**config.mk**
```make
export PLATFORM = sky130hd
export DESIGN_NAME = spi_irq_regs
export DESIGN_NICKNAME = d
export VERILOG_FILES = /design/src/rtl/spi_irq_pkg.sv /design/src/rtl/spi_irq_bus.sv /design/src/rtl/spi_irq_events.sv /design/src/rtl/spi_irq_status.sv /design/src/rtl/spi_irq_mask.sv /design/src/rtl/spi_irq_regs.sv
export SDC_FILE = /design/constraint.sdc
export NUM_CORES = 1
export LEC_CHECK = 0
export BUFFER_PORTS_ARGS = -buffer_cell sky130_fd_sc_hd__buf_2
export CORE_ASPECT_RATIO = 0.75
export CORE_MARGIN = 2
export CORE_UTILIZATION = 45
export DETAILED_ROUTE_END_ITERATION = 6
export PLACE_DENSITY_LB_ADDON = 0.05
export SLEW_MARGIN = 10
export SYNTH_ARGS = -nofsm -noshare
export SYNTH_HDL_FRONTEND = slang
export SYNTH_SLANG_ARGS = --single-unit
```
**constraint.sdc**
```tcl
create_clock -name clk -period 2.49 [get_ports clk]
set_input_delay 0.249 -clock clk [delete_from_list [all_inputs] [get_ports clk]]
set_output_delay 0.249 -clock clk [all_outputs]
set_load 0.01 [all_outputs]
```
**src/rtl/spi_irq_pkg.sv**
```systemverilog
package spi_irq_pkg;

    localparam int ADDR_W = 8;
    localparam int DATA_W = 32;
    localparam int NBITS  = 7;

    // register addresses
    localparam logic [ADDR_W-1:0] A_STAT = 8'h04;
    localparam logic [ADDR_W-1:0] A_ENA  = 8'h08;
    localparam logic [ADDR_W-1:0] A_DIS  = 8'h0C;
    localparam logic [ADDR_W-1:0] A_MASK = 8'h10;
    localparam logic [ADDR_W-1:0] A_TXWM = 8'h28;
    localparam logic [ADDR_W-1:0] A_RXWM = 8'h2C;

    // bit positions shared by status and mask
    localparam int B_RX_OVR    = 0;
    localparam int B_TX_LOW    = 2;
    localparam int B_TX_FULL   = 3;
    localparam int B_RX_AVAIL  = 4;
    localparam int B_RX_FULL   = 5;
    localparam int B_TX_STARVE = 6;

    localparam logic [NBITS-1:0] IMPL_BITS = 7'b1111101;

    typedef logic [NBITS-1:0] irq_vec_t;

    typedef enum logic [2:0] {
        SEL_NONE,
        SEL_STAT,
        SEL_ENA,
        SEL_DIS,
        SEL_MASK,
        SEL_TXWM,
        SEL_RXWM
    } reg_sel_e;

    typedef struct packed {
        logic stat_clr;
        logic mask_set;
        logic mask_clr;
        logic txwm_ld;
        logic rxwm_ld;
    } wr_strobe_t;

    function automatic reg_sel_e decode_addr(input logic [ADDR_W-1:0] a);
        reg_sel_e s;
        case (a)
            A_STAT:  s = SEL_STAT;
            A_ENA:   s = SEL_ENA;
            A_DIS:   s = SEL_DIS;
            A_MASK:  s = SEL_MASK;
            A_TXWM:  s = SEL_TXWM;
            A_RXWM:  s = SEL_RXWM;
            default: s = SEL_NONE;
        endcase
        return s;
    endfunction

    function automatic irq_vec_t keep_impl(input irq_vec_t v);
        return v & IMPL_BITS;
    endfunction

endpackage

```
**src/rtl/spi_irq_bus.sv**
```systemverilog
module spi_irq_bus
    import spi_irq_pkg::*;
#(
    parameter int LEVEL_W = 6
) (
    input  logic                bus_wr,
    input  logic                bus_rd,
    input  logic [ADDR_W-1:0]   bus_addr,
    input  logic [DATA_W-1:0]   bus_wdata,
    input  irq_vec_t            stat,
    input  irq_vec_t            mask,
    input  logic [LEVEL_W-1:0]  tx_wm,
    input  logic [LEVEL_W-1:0]  rx_wm,
    output wr_strobe_t          strobe,
    output irq_vec_t            wvec,
    output logic [LEVEL_W-1:0]  wlvl,
    output logic [DATA_W-1:0]   bus_rdata
);

    reg_sel_e sel;
    logic     unused_wdata;

    assign sel          = decode_addr(bus_addr);
    assign wvec         = bus_wdata[NBITS-1:0];
    assign wlvl         = bus_wdata[LEVEL_W-1:0];
    assign unused_wdata = ^bus_wdata;

    always_comb begin
        strobe          = '0;
        strobe.stat_clr = bus_wr && (sel == SEL_STAT);
        strobe.mask_set = bus_wr && (sel == SEL_ENA);
        strobe.mask_clr = bus_wr && (sel == SEL_DIS);
        strobe.txwm_ld  = bus_wr && (sel == SEL_TXWM);
        strobe.rxwm_ld  = bus_wr && (sel == SEL_RXWM);
    end

    always_comb begin
        bus_rdata = '0;
        if (bus_rd) begin
            case (sel)
                SEL_STAT: bus_rdata[NBITS-1:0]   = stat;
                SEL_MASK: bus_rdata[NBITS-1:0]   = mask;
                SEL_TXWM: bus_rdata[LEVEL_W-1:0] = tx_wm;
                SEL_RXWM: bus_rdata[LEVEL_W-1:0] = rx_wm;
                default:  bus_rdata              = '0;
            endcase
        end
    end

endmodule

```
**src/rtl/spi_irq_events.sv**
```systemverilog
module spi_irq_events
    import spi_irq_pkg::*;
#(
    parameter int FIFO_DEPTH = 63,
    parameter int LEVEL_W    = 6
) (
    input  logic [LEVEL_W-1:0] tx_fill,
    input  logic [LEVEL_W-1:0] rx_fill,
    input  logic [LEVEL_W-1:0] tx_wm,
    input  logic [LEVEL_W-1:0] rx_wm,
    input  logic               rx_overrun_pulse,
    input  logic               tx_starve_pulse,
    output irq_vec_t           set_vec
);

    localparam logic [LEVEL_W-1:0] FULL_LVL = LEVEL_W'(FIFO_DEPTH);

    always_comb begin
        set_vec              = '0;
        set_vec[B_RX_OVR]    = rx_overrun_pulse;
        set_vec[B_TX_LOW]    = (tx_fill < tx_wm);
        set_vec[B_TX_FULL]   = (tx_fill == FULL_LVL);
        set_vec[B_RX_AVAIL]  = (rx_fill >= rx_wm);
        set_vec[B_RX_FULL]   = (rx_fill == FULL_LVL);
        set_vec[B_TX_STARVE] = tx_starve_pulse;
    end

endmodule

```
**src/rtl/spi_irq_status.sv**
```systemverilog
module spi_irq_status
    import spi_irq_pkg::*;
(
    input  logic     clk,
    input  logic     rst,
    input  irq_vec_t set_vec,
    input  logic     clr_en,
    input  irq_vec_t clr_vec,
    output irq_vec_t stat
);

    logic unused_in;
    assign unused_in = ^(set_vec & ~IMPL_BITS) ^ ^(clr_vec & ~IMPL_BITS);

    for (genvar i = 0; i < NBITS; i++) begin : g_bit
        if (IMPL_BITS[i]) begin : g_impl
            logic bit_q;
            // a set in the same cycle as a clear wins
            always_ff @(posedge clk) begin
                if (rst) begin
                    bit_q <= 1'b0;
                end else begin
                    bit_q <= (bit_q & ~(clr_en & clr_vec[i])) | set_vec[i];
                end
            end
            assign stat[i] = bit_q;
        end else begin : g_none
            assign stat[i] = 1'b0;
        end
    end

endmodule

```
**src/rtl/spi_irq_mask.sv**
```systemverilog
module spi_irq_mask
    import spi_irq_pkg::*;
(
    input  logic     clk,
    input  logic     rst,
    input  logic     set_en,
    input  logic     clr_en,
    input  irq_vec_t wvec,
    output irq_vec_t mask
);

    irq_vec_t set_bits;
    irq_vec_t clr_bits;
    logic     unused_in;

    assign set_bits  = set_en ? keep_impl(wvec) : '0;
    assign clr_bits  = clr_en ? wvec : '0;
    assign unused_in = ^(wvec & ~IMPL_BITS);

    for (genvar i = 0; i < NBITS; i++) begin : g_bit
        if (IMPL_BITS[i]) begin : g_impl
            logic bit_q;
            always_ff @(posedge clk) begin
                if (rst) begin
                    bit_q <= 1'b0;
                end else begin
                    bit_q <= (bit_q | set_bits[i]) & ~clr_bits[i];
                end
            end
            assign mask[i] = bit_q;
        end else begin : g_none
            assign mask[i] = 1'b0;
        end
    end

endmodule

```
**src/rtl/spi_irq_regs.sv**
```systemverilog
module spi_irq_regs
    import spi_irq_pkg::*;
#(
    parameter int FIFO_DEPTH = 63,
    parameter int TX_WM_RST  = 1,
    parameter int RX_WM_RST  = 32,
    parameter int LEVEL_W    = $clog2(FIFO_DEPTH + 1)
) (
    input  logic               clk,
    input  logic               rst,
    input  logic               bus_wr,
    input  logic               bus_rd,
    input  logic [7:0]         bus_addr,
    input  logic [31:0]        bus_wdata,
    output logic [31:0]        bus_rdata,
    input  logic [LEVEL_W-1:0] tx_fill,
    input  logic [LEVEL_W-1:0] rx_fill,
    input  logic               rx_overrun_pulse,
    input  logic               tx_starve_pulse,
    output logic               irq
);

    wr_strobe_t         strobe;
    irq_vec_t           wvec;
    logic [LEVEL_W-1:0] wlvl;
    irq_vec_t           set_vec;
    irq_vec_t           stat_q;
    irq_vec_t           mask_q;
    logic [LEVEL_W-1:0] tx_wm_q;
    logic [LEVEL_W-1:0] rx_wm_q;

    spi_irq_bus #(.LEVEL_W(LEVEL_W)) u_bus (
        .bus_wr    (bus_wr),
        .bus_rd    (bus_rd),
        .bus_addr  (bus_addr),
        .bus_wdata (bus_wdata),
        .stat      (stat_q),
        .mask      (mask_q),
        .tx_wm     (tx_wm_q),
        .rx_wm     (rx_wm_q),
        .strobe    (strobe),
        .wvec      (wvec),
        .wlvl      (wlvl),
        .bus_rdata (bus_rdata)
    );

    spi_irq_events #(.FIFO_DEPTH(FIFO_DEPTH), .LEVEL_W(LEVEL_W)) u_events (
        .tx_fill          (tx_fill),
        .rx_fill          (rx_fill),
        .tx_wm            (tx_wm_q),
        .rx_wm            (rx_wm_q),
        .rx_overrun_pulse (rx_overrun_pulse),
        .tx_starve_pulse  (tx_starve_pulse),
        .set_vec          (set_vec)
    );

    spi_irq_status u_status (
        .clk     (clk),
        .rst     (rst),
        .set_vec (set_vec),
        .clr_en  (strobe.stat_clr),
        .clr_vec (wvec),
        .stat    (stat_q)
    );

    spi_irq_mask u_mask (
        .clk    (clk),
        .rst    (rst),
        .set_en (strobe.mask_set),
        .clr_en (strobe.mask_clr),
        .wvec   (wvec),
        .mask   (mask_q)
    );

    always_ff @(posedge clk) begin
        if (rst) begin
            tx_wm_q <= LEVEL_W'(TX_WM_RST);
            rx_wm_q <= LEVEL_W'(RX_WM_RST);
        end else begin
            if (strobe.txwm_ld) tx_wm_q <= wlvl;
            if (strobe.rxwm_ld) rx_wm_q <= wlvl;
        end
    end

    assign irq = |(stat_q & mask_q);

endmodule

```
==> out/results.ini <==
[clock_network]
cells_resized_by_post_cts_repair=0
clkTransAtPathRegs_ns=0.09
root_buffer=clkbuf_8
cts_buffers=3
ctsHoldBuffers=0
clock_latency_ns=0.27
cts_sinks=24
ctsLongestPathBuffers=2
post_cts_buffers=0
cts-htree-levels=1
tritoncts=yes

[power_and_ir_drop]
p_per_area_nw_per_um2=388
cellLeakagePower_nw=0.794
ir_drop_v=0.000235
total_power_w=0.000747

[synthesis]
main_combinational_cell_family_by_area_after_synthesis=simple AND/OR/NAND/NOR gates
synthSimpleGateAreaFrac=0.251
synth-async-reset-ratio=0
post_synth_most_frequent_cells=26 x buf_4, 24 x dfxtp_1, 22 x a21oi_1, 15 x inv_1
synth-warning-count=0
netlist.top_cell.by_area=dfxtp_1
ys_top_cells_by_area=dfxtp_1 28%, buf_4 11%, ha_1 8.0%
synth_enable_flop_cells=0
yosys.area_share.xor_xnor=0.00507
ys_seq_area_frac=0.278
synth_cells=214
syn_avg_cell_area_um2=8.07
ys_ff_latch=24
netlist_area_um2=1730
synth_top_area_share=0.278
synth-main-ff-cell=dfxtp_1
yosys.cell_types.count=40
synth_compound_area_frac=0.195
synthMostInstantiatedCell=buf_4
synth.area.mux_share=0.0290
yosys.area_share.adder=0.0797

[floorplan]
core-area_um2=3660
placement_rows=19
initial_core_util=0.472
dieHeight_um=57.7
top_level_ports=91
chip_width_um=75.6
floorplan.die_area_um2=4360

[sta]
min_period_over_period=0.870
fin_worst_skew_ns=0.00472
max_transition_viols_final=0
finalHoldViolations=0
grt_setup_unrepaired=false
setup_total_negative_slack_ns=0
finalCriticalPeriod_ns=2.17
max-slew-margin-rel=0.653
f_max_mhz=462
setup_viol_count_final=0
worst_slew_pin_slew_ns=0.516

[detailed_routing]
final_routed_drc_violation_total=0
antenna_violating_nets_post_route=0
drt-wirelength-per-cell_um=14.1
drtPass1Iterations=4
drt-total-wl_mm=4.26
via_per_inst=5.08
dr.first_iter.drc_count=130
route.vias.total=1538

[cells_and_area]
area_growth_syn_to_layout_pct=11.4
antennaDiodeCount=0
fillers=375
drive_above_1_share=0.215
final_cell_count_no_fill=303
nNetsFinal=322
register_area_um2=480
multi_input_comb_area_um2=1060

[worst_setup_path]
path_class=primary input to output pin
reg2reg_from=tx_wm_q[5]
critical_path.endpoint_type=output pin
r2r_setup_slack_ns=1.18
setup.worst_path.start_class=primary input
timing.critical_path.fanout_max=6
crit-reg2reg-capture=u_status.g_bit[2].g_impl.bit_q
worst-endpoint-required_ns=2.24
critical_path_arrival_ns=1.92
rr_worst_depth=6

[global_route]
grt_antenna_before_repair=0
grt_remaining_overflow=0
gr-usage-all-layers=0.207
grt_pass1_vias=1329
grt_max_degree=25
global_route_wire_length_before_repair_mm=6.66

[placement]
dp.cells=300
place_congestion=0.883
count_of_buffers_inserted_at_the_top_level_ports=40
dp_hpwl_mm=3.31

[hold_path]
timing.hold.worst_endpoint=u_mask.g_bit[6].g_impl.bit_q
hold_start=bus_wdata[6]
worstHoldPathType=primary input to register
holdPathStages=2

[job]
timing.max_cap.violations=0

[status]
run_status=completed

## stage by stage
stage	worst slack (ns)	instance area, µm²	hold slack [ns]	util
6_report	0.324	1930	0.183	0.526
3_5_place_dp	0.361	1880	0.445	0.515
5_1_grt	0.255	1930	0.183	0.526
3_3_place_gp	0.321	1880	0.442	0.515
2_1_floorplan	0.634	1820	0.328	-
4_1_cts	0.356	1930	0.173	0.526
## layout by cell type (no fill, tap or decap), types with 2 or more instances in the layout
cell type / n
nand3_1: 13
a22oi_1: 5
nor3b_2: 3
nand2_1: 13
inv_1: 15
o211ai_1: 2
ha_1: 11
nor2_1: 12
a22o_1: 2
dfxtp_1: 24
mux2i_1: 5
nor2b_1: 3
a211oi_1: 6
clkbuf_8: 3
and3_1: 3
nand2b_1: 2
buf_2: 40
conb_1: 25
o21ai_0: 9
and2_1: 2
a21oi_1: 22
buf_4: 3
nor3_1: 5
a32oi_1: 4
and4_1: 3
## where the power goes
| part | leakage, nW | internal, W | total [W] | switching (W) |
|---|---|---|---|---|
| registers | 0.195 | 0.000390 | 0.000395 | 0.00000549 |
| logic | 0.578 | 0.0000414 | 0.000117 | 0.0000758 |
| clock network | 0.0216 | 0.000109 | 0.000235 | 0.000126 |
| total | 0.794 | 0.000540 | 0.000747 | 0.000207 |
## flip-flops by register name, summed over array words and instances, names as in the netlist
register                     cells
u_mask.g_bit.g_impl.bit_q        6
u_status.g_bit.g_impl.bit_q      6
tx_wm_q                          6
rx_wm_q                          6
## per-layer routing
layer | wire length [µm] | up-vias | GRT usage
met5 | 0 | - | 0
li1 | - | 793 | -
met4 | 44 | 0 | 0.0501
met2 | 1750 | 55 | 0.293
met3 | 288 | 6 | 0.0417
met1 | 2180 | 684 | 0.322
## kinds of logic (layout without fill, tap and decap cells)
logic type,count (synthesis),in the layout
adders and majority gates,11,11
xor gates and xnor gates,1,1
and+or+nand+nor,70,70
DFF,24,24
muxes,5,5
buffers and inverters,48,61
AOI/OAI and AO/OA,54,54
other,1,25
## cell type report
cell class | count | share of cell area
Multi-Input combinational cell | 166 | 0.550
Inverter | 15 | 0.0292
Timing Repair Buffer | 43 | 0.116
Clock buffer | 3 | 0.0214
Sequential cell | 24 | 0.250
Tap cell | 52 | 0.0338
## critical path: stages
cell	delay [ns]
buf_2	0.10
or4_1	0.62
nor3b_2	0.44
a32oi_1	0.17
a21oi_1	0.19
buf_2	0.16
## worst max-delay path by stage
stage               depth (start not counted)           end   startpoint  slack [ns]
floorplan                                   5  bus_rdata[3]  bus_addr[1]        0.63
global placement                            6  bus_rdata[3]  bus_addr[1]        0.32
detailed placement                          6  bus_rdata[3]  bus_addr[1]        0.36
CTS                                         6  bus_rdata[5]  bus_addr[1]        0.36
global route                                6  bus_rdata[2]  bus_addr[1]        0.26
finish                                      6  bus_rdata[5]  bus_addr[1]        0.32
Power figures use the tool's default switching activity.
